`src/rtl/pd_pkg.sv`:
```
package pd_pkg;

    localparam int WORD_W = 32;
    localparam int HALF_W = WORD_W / 2;
    localparam logic [WORD_W-1:0] NIB_SEL = 32'h0FF0_0FF0;

    typedef enum logic [2:0] {
        BPP1  = 3'd0,
        BPP2  = 3'd1,
        BPP4  = 3'd2,
        BPP8  = 3'd3,
        BPP16 = 3'd4,
        BPP32 = 3'd5
    } depth_e;

    typedef struct packed {
        logic [WORD_W-1:0] hi;
        logic [WORD_W-1:0] lo;
    } word_pair_t;

    function automatic depth_e decode_depth(input logic [2:0] code);
        case (code)
            3'd0:    return BPP1;
            3'd1:    return BPP2;
            3'd2:    return BPP4;
            3'd3:    return BPP8;
            3'd4:    return BPP16;
            default: return BPP32;
        endcase
    endfunction

    // lanes 1,1,0,0 of a halfword
    function automatic logic [WORD_W-1:0] byte_pairs(input logic [HALF_W-1:0] h);
        return {h[15:8], h[15:8], h[7:0], h[7:0]};
    endfunction

    // nibble repeat: masked slots take the lane-repeated word moved up one nibble
    function automatic logic [WORD_W-1:0] nibble_pairs(input logic [HALF_W-1:0] h);
        logic [WORD_W-1:0] rep;
        rep = byte_pairs(h);
        return (rep & ~NIB_SEL) | ((rep << 4) & NIB_SEL);
    endfunction

    function automatic logic [15:0] spread8(input logic [7:0] g);
        logic [15:0] r;
        for (int k = 0; k < 8; k++) begin
            r[2*k]   = g[k];
            r[2*k+1] = g[k];
        end
        return r;
    endfunction

    function automatic logic [WORD_W-1:0] spread16(input logic [HALF_W-1:0] g);
        logic [WORD_W-1:0] r;
        for (int k = 0; k < HALF_W; k++) begin
            r[2*k]   = g[k];
            r[2*k+1] = g[k];
        end
        return r;
    endfunction

    // 2-bit pixels: split into bit planes, widen each plane, weave back
    function automatic logic [WORD_W-1:0] crumb_pairs(input logic [HALF_W-1:0] h);
        logic [7:0]        ev;
        logic [7:0]        od;
        logic [15:0]       ev_w;
        logic [15:0]       od_w;
        logic [WORD_W-1:0] r;
        for (int k = 0; k < 8; k++) begin
            ev[k] = h[2*k];
            od[k] = h[2*k+1];
        end
        ev_w = spread8(ev);
        od_w = spread8(od);
        for (int k = 0; k < 16; k++) begin
            r[2*k]   = ev_w[k];
            r[2*k+1] = od_w[k];
        end
        return r;
    endfunction

endpackage

```
`src/rtl/pd_ctrl.sv`:
```
module pd_ctrl
    import pd_pkg::*;
#(
    parameter int AW = 9,
    parameter int CW = 9
) (
    input  logic          clk,
    input  logic          rst,
    input  logic          start,
    input  logic [2:0]    depth_code,
    input  logic [CW-1:0] src_words,
    input  logic          run_done,
    output logic          launch,
    output logic          rd_en,
    output logic [AW-1:0] rd_addr,
    output logic          cap,
    output logic          cap_last,
    output logic          zero_done,
    output logic          busy,
    output depth_e        depth_q
);

    logic          phase;
    logic [CW-1:0] rd_left;
    logic [AW-1:0] rd_ptr;

    assign launch  = start && !busy;
    assign rd_en   = busy && !phase && (rd_left != '0);
    assign rd_addr = rd_ptr;

    always_ff @(posedge clk) begin
        if (rst) begin
            busy      <= 1'b0;
            phase     <= 1'b0;
            rd_left   <= '0;
            rd_ptr    <= '0;
            cap       <= 1'b0;
            cap_last  <= 1'b0;
            zero_done <= 1'b0;
            depth_q   <= BPP1;
        end else begin
            zero_done <= 1'b0;
            cap       <= rd_en;
            cap_last  <= rd_en && (rd_left == CW'(1));
            if (launch) begin
                depth_q <= decode_depth(depth_code);
                rd_ptr  <= '0;
                rd_left <= src_words;
                phase   <= 1'b0;
                if (src_words != '0) busy      <= 1'b1;
                else                 zero_done <= 1'b1;
            end else if (busy) begin
                phase <= ~phase;
                if (rd_en) begin
                    rd_ptr  <= rd_ptr + 1'b1;
                    rd_left <= rd_left - 1'b1;
                end
                if (run_done) busy <= 1'b0;
            end
        end
    end

endmodule

```
`src/rtl/pd_expand.sv`:
```
module pd_expand
    import pd_pkg::*;
(
    input  depth_e            depth,
    input  logic [WORD_W-1:0] src,
    output word_pair_t        pair
);

    for (genvar h = 0; h < 2; h++) begin : g_half
        logic [HALF_W-1:0] part;
        logic [WORD_W-1:0] dbl;
        assign part = src[h*HALF_W +: HALF_W];
        always_comb begin
            case (depth)
                BPP1:    dbl = spread16(part);
                BPP2:    dbl = crumb_pairs(part);
                BPP4:    dbl = nibble_pairs(part);
                BPP8:    dbl = byte_pairs(part);
                BPP16:   dbl = {part, part};
                default: dbl = src;
            endcase
        end
    end

    assign pair.lo = g_half[0].dbl;
    assign pair.hi = g_half[1].dbl;

endmodule

```
`src/rtl/pd_emit.sv`:
```
module pd_emit
    import pd_pkg::*;
#(
    parameter int AW = 9
) (
    input  logic              clk,
    input  logic              rst,
    input  logic              clear,
    input  logic              cap,
    input  logic              cap_last,
    input  word_pair_t        pair,
    output logic              wr_en,
    output logic [AW:0]       wr_addr,
    output logic [WORD_W-1:0] wr_data,
    output logic              run_done
);

    logic [WORD_W-1:0] hold;
    logic              pend;
    logic              hi_phase;
    logic              last_q;

    always_ff @(posedge clk) begin
        if (rst) begin
            wr_en    <= 1'b0;
            wr_addr  <= '0;
            wr_data  <= '0;
            hold     <= '0;
            pend     <= 1'b0;
            hi_phase <= 1'b0;
            last_q   <= 1'b0;
            run_done <= 1'b0;
        end else begin
            run_done <= wr_en && hi_phase && last_q;
            if (clear)      wr_addr <= '0;
            else if (wr_en) wr_addr <= wr_addr + 1'b1;
            if (cap) begin
                wr_en    <= 1'b1;
                wr_data  <= pair.lo;
                hold     <= pair.hi;
                pend     <= 1'b1;
                hi_phase <= 1'b0;
                last_q   <= cap_last;
            end else if (pend) begin
                wr_en    <= 1'b1;
                wr_data  <= hold;
                pend     <= 1'b0;
                hi_phase <= 1'b1;
            end else begin
                wr_en    <= 1'b0;
            end
        end
    end

endmodule

```
`src/rtl/pixel_doubler.sv`:
```
module pixel_doubler
    import pd_pkg::*;
#(
    parameter int MAX_WORDS = 320,
    localparam int AW = $clog2(MAX_WORDS),
    localparam int CW = $clog2(MAX_WORDS + 1)
) (
    input  logic              clk,
    input  logic              rst,
    input  logic              start,
    input  logic [2:0]        depth,
    input  logic [CW-1:0]     src_words,
    output logic              rd_en,
    output logic [AW-1:0]     rd_addr,
    input  logic [WORD_W-1:0] rd_data,
    output logic              wr_en,
    output logic [AW:0]       wr_addr,
    output logic [WORD_W-1:0] wr_data,
    output logic              done
);

    logic       launch;
    logic       cap;
    logic       cap_last;
    logic       zero_done;
    logic       run_done;
    logic       busy;
    depth_e     depth_q;
    word_pair_t pair;

    pd_ctrl #(.AW(AW), .CW(CW)) u_ctrl (
        .clk        (clk),
        .rst        (rst),
        .start      (start),
        .depth_code (depth),
        .src_words  (src_words),
        .run_done   (run_done),
        .launch     (launch),
        .rd_en      (rd_en),
        .rd_addr    (rd_addr),
        .cap        (cap),
        .cap_last   (cap_last),
        .zero_done  (zero_done),
        .busy       (busy),
        .depth_q    (depth_q)
    );

    pd_expand u_expand (
        .depth (depth_q),
        .src   (rd_data),
        .pair  (pair)
    );

    pd_emit #(.AW(AW)) u_emit (
        .clk      (clk),
        .rst      (rst),
        .clear    (launch),
        .cap      (cap),
        .cap_last (cap_last),
        .pair     (pair),
        .wr_en    (wr_en),
        .wr_addr  (wr_addr),
        .wr_data  (wr_data),
        .run_done (run_done)
    );

    assign done = run_done | zero_done;

endmodule


```
`config.mk`:
```
export PLATFORM = sky130hd
export DESIGN_NAME = pixel_doubler
export DESIGN_NICKNAME = d
export VERILOG_FILES = /design/src/rtl/pd_pkg.sv /design/src/rtl/pd_ctrl.sv /design/src/rtl/pd_expand.sv /design/src/rtl/pd_emit.sv /design/src/rtl/pixel_doubler.sv
export SDC_FILE = /design/constraint.sdc
export NUM_CORES = 1
export LEC_CHECK = 0
export BUFFER_PORTS_ARGS = -buffer_cell sky130_fd_sc_hd__buf_2
export CAP_MARGIN = 10
export CORE_AREA = 2 2 114 116
export DETAILED_ROUTE_END_ITERATION = 8
export DIE_AREA = 0 0 116 118
export PLACE_DENSITY_LB_ADDON = 0.1
export SLEW_MARGIN = 40
export SYNTH_ARGS = -nofsm -noshare
export SYNTH_HDL_FRONTEND = slang
export SYNTH_SLANG_ARGS = --single-unit
```
`constraint.sdc`:
```
create_clock -name clk -period 2.7 [get_ports clk]
set_clock_uncertainty 0.05 [all_clocks]
set_input_delay 0 -clock clk [delete_from_list [all_inputs] [get_ports clk]]
set_output_delay 0 -clock clk [all_outputs]
set_load 0.01 [all_outputs]
```
==> results.toml <==
[run_status]
status = "finished, final reports clean"

[yosys]
ys_seq_area_share_pct = 34.7
syn_area_sq_um = 6060
synth_nets = 792
synth.avg_cell_area_sq_um = 8.18
postSynthCellCount = 741
synth-edff-count = 0
synth_cell_type_count = 63
yosysWarnings = 0
synth_ff_type = "dfxtp_1"
synthArstFlopShare_pct = 0
synth_seq_cells = 105

[drt]
drc = 0
ant_nets = 0
vias = 6233
wl_um = 19800
drtIter0Drc = 833
vias_per_cell = 6.17
drtPass1Iterations = 5
wire_per_inst_um = 19.6

[setup_path]
required_ns = 2.95
crit_fanout = 32
cp-startpoint = "u_ctrl.depth_q[0]"
reg2reg_slack_ns = 0.10
critPathCapture = "u_emit.hold[24]"
crit_arrival_ns = 2.85
r2r-end = "u_emit.hold[24]"
timing.rr.start = "u_ctrl.depth_q[0]"
worstSetupEndpointType = "flip-flop"
rr_worst_depth = 5
criticalPathCategory = "reg2reg"
cp-start-kind = "flip-flop"

[clocking]
numCtsBuffers = 9
cts_sinks = 105
cts_max_level = 3
cts_tree = "built"
cts.path.max_buffers = 2
root_buffer = "clkbuf_16"
cts_setup_buffers = 0
clk_pin_slew_worst_paths_ns = 0.08
ctsResizeCount = 0
worstSkewPairLatency_ns = 0.36

[power_and_ir_drop]
power.density_nw_per_um2 = 552
p_sw_mw = 1.25
p_clk_share_pct = 34.3
pwr-share-comb_pct = 22.2
vdd_ir_drop_max_uv = 353
swShare_pct = 31.4
intPower_mw = 2.73
power_leakage_nw = 2.84
seqPwrFrac_pct = 43.5

[cells_and_area]
fin_util_pct = 58.2
area_growth_pct = 19.2
n_antenna_cell = 0
finalNetCount = 884
drive_gt1_share_pct = 20.5

[place]
routabilityCongestion = 0.930
port_buffers = 100
hpwl_um = 13400

[timing]
finalCriticalPeriod_ns = 2.60
drv_slew = 0
hold_violations = 0
tns_ns = 0
fin_crit_sh_pct = 96.2
relSlewSlack_pct = 52.2
worst_slew_pin_slew_ns = 0.715
rsz0062_at_grt = "false"
fmax_ghz = 0.385
hold_slack_ns = 0.0195
setup_violations = 0

[die]
row_count = 41
ios = 101
die_h_um = 118
start_util_pct = 48.8
core-area_sq_um = 12400
fp.dieW_um = 116
die-area_sq_um = 13700

[global_routing]
grt_pass1_wl_um = 30800
grt_antenna_before_repair = 0
grt.total_usage_pct = 28.8
overflow = 0
grt_pass1_vias = 5531
grt_max_degree = 49

[min_path]
min_path_cells = 3
hp-class = "in2reg"

[job]
maxCapViolCount = 0
area by class of cell:
| type | instances | area, sq um |
|---|---|---|
| Sequential cell | 105 | 2110 |
| Multi-Input combinational cell | 555 | 3640 |
| Tap cell | 172 | 215 |
| Inverter | 18 | 70.1 |
| Clock inverter | 7 | 77.6 |
| Timing Repair Buffer | 144 | 888 |
| Fill cell | 1223 | 5190 |
| Clock buffer | 9 | 225 |
synth_stat cells (7+ instances only):
cell type,n,area share (%)
a211oi_1,37,4.6
nand2b_1,11,1.1
nor2b_1,21,2.2
a31oi_1,8,0.83
or3_1,11,1.1
nor3_1,15,1.2
nand3_1,11,0.91
buf_2,11,0.91
o211ai_1,7,0.87
nor2_1,65,4.0
o22ai_1,22,2.3
clkbuf_1,42,2.6
o21ai_0,42,3.5
inv_1,15,0.93
mux2i_1,60,9.9
buf_1,10,0.62
a21oi_1,51,4.2
dfxtp_1,105,35
a221oi_1,8,1.2
nand2_1,69,4.3
mux2_2,10,1.9
per-stage QoR:
step                setup slack, ns  std cells  area (sq um)  power (mW)
CTS                           0.209       1010          7220        4.00
global placement              0.541        971          6690        2.59
floorplan                     0.679        741          6060        2.31
global route                 0.0498       1010          7220        4.16
detailed placement            0.452        971          6690        2.61
finish                        0.102       1010          7220        3.98
registers in the layout, indices dropped and copies added, names as in the netlist:
signal	flops
u_emit.hold	32
u_emit.wr_data	32
u_emit.wr_addr	10
u_ctrl.rd_addr	9
u_ctrl.rd_left	9
u_ctrl.depth_q	3
u_ctrl.busy	1
u_ctrl.cap	1
u_ctrl.cap_last	1
u_ctrl.phase	1
u_ctrl.zero_done	1
u_emit.hi_phase	1
u_emit.last_q	1
u_emit.pend	1
u_emit.run_done	1
u_emit.wr_en	1
worst max-delay path: stages (launching register included):
cell and delay (ns):
dfxtp_2 0.78, nand2_1 0.35, nand2_1 0.39, nand2_1 0.09, a311oi_1 0.27, dlygate4sd3_1 0.59
cell usage in the layout (no fill, tap or decap), drive strengths merged, types with 16 or more instances in the layout:
| master | n |
|---|---|
| a211oi | 37 |
| a21oi | 51 |
| buf | 121 |
| dfxtp | 105 |
| dlygate4sd3 | 23 |
| inv | 19 |
| mux2i | 60 |
| nand2 | 69 |
| nor2 | 66 |
| nor2b | 21 |
| nor3 | 16 |
| o21ai | 43 |
| o22ai | 22 |
how the worst min path moves through the flow:
stage | startpoint | slack [ns] | endpoint
2_1_floorplan | src_words[8] | 0.09 | u_ctrl.rd_left[8]
3_3_place_gp | src_words[8] | 0.21 | u_ctrl.rd_left[8]
3_5_place_dp | src_words[8] | 0.22 | u_ctrl.rd_left[8]
4_1_cts | rd_data[4] | 0.002 | u_emit.wr_data[4]
5_1_grt | rd_data[4] | 0.02 | u_emit.wr_data[4]
6_report | rd_data[4] | 0.02 | u_emit.wr_data[4]
power by group through the flow:
stage	clock (mW)	combinational [mW]	sequential [mW]
detailed placement	0	0.839	1.77
floorplan	0	0.572	1.74
global placement	0	0.828	1.76
global route	1.45	0.958	1.75
CTS	1.40	0.870	1.73
finish	1.37	0.885	1.73
layer usage:
| layer | wire [um] | share of wire [%] | track usage, % | up-vias |
|---|---|---|---|---|
| li1 | - | - | - | 2927 |
| met1 | 9110 | 46 | 42.8 | 2991 |
| met2 | 8700 | 44 | 42.0 | 277 |
| met3 | 1560 | 7.9 | 5.56 | 38 |
| met4 | 396 | 2.0 | 8.33 | 0 |
| met5 | 0 | 0 | 0 | - |
what timing repair did:
item / 4_1_cts / 5_1_grt
hold buffers: 23 / 0
setup endpoints to repair: 0 / 0
endpoints found under the hold margin: 18 / 0
cell families (layout without fill, tap and decap cells):
group,count (synthesis),in the layout,synth area share (%)
adders and majority gates,4,4,0.826
xor gates and xnor gates,7,7,1.01
AOI/OAI and AO/OA,233,233,25.8
and+or+nand+nor,236,236,18.8
muxes,75,75,13.6
DFF,105,105,34.7
buffers and inverters,81,178,5.29
No activity file was read; power rests on OpenSTA's default activity.
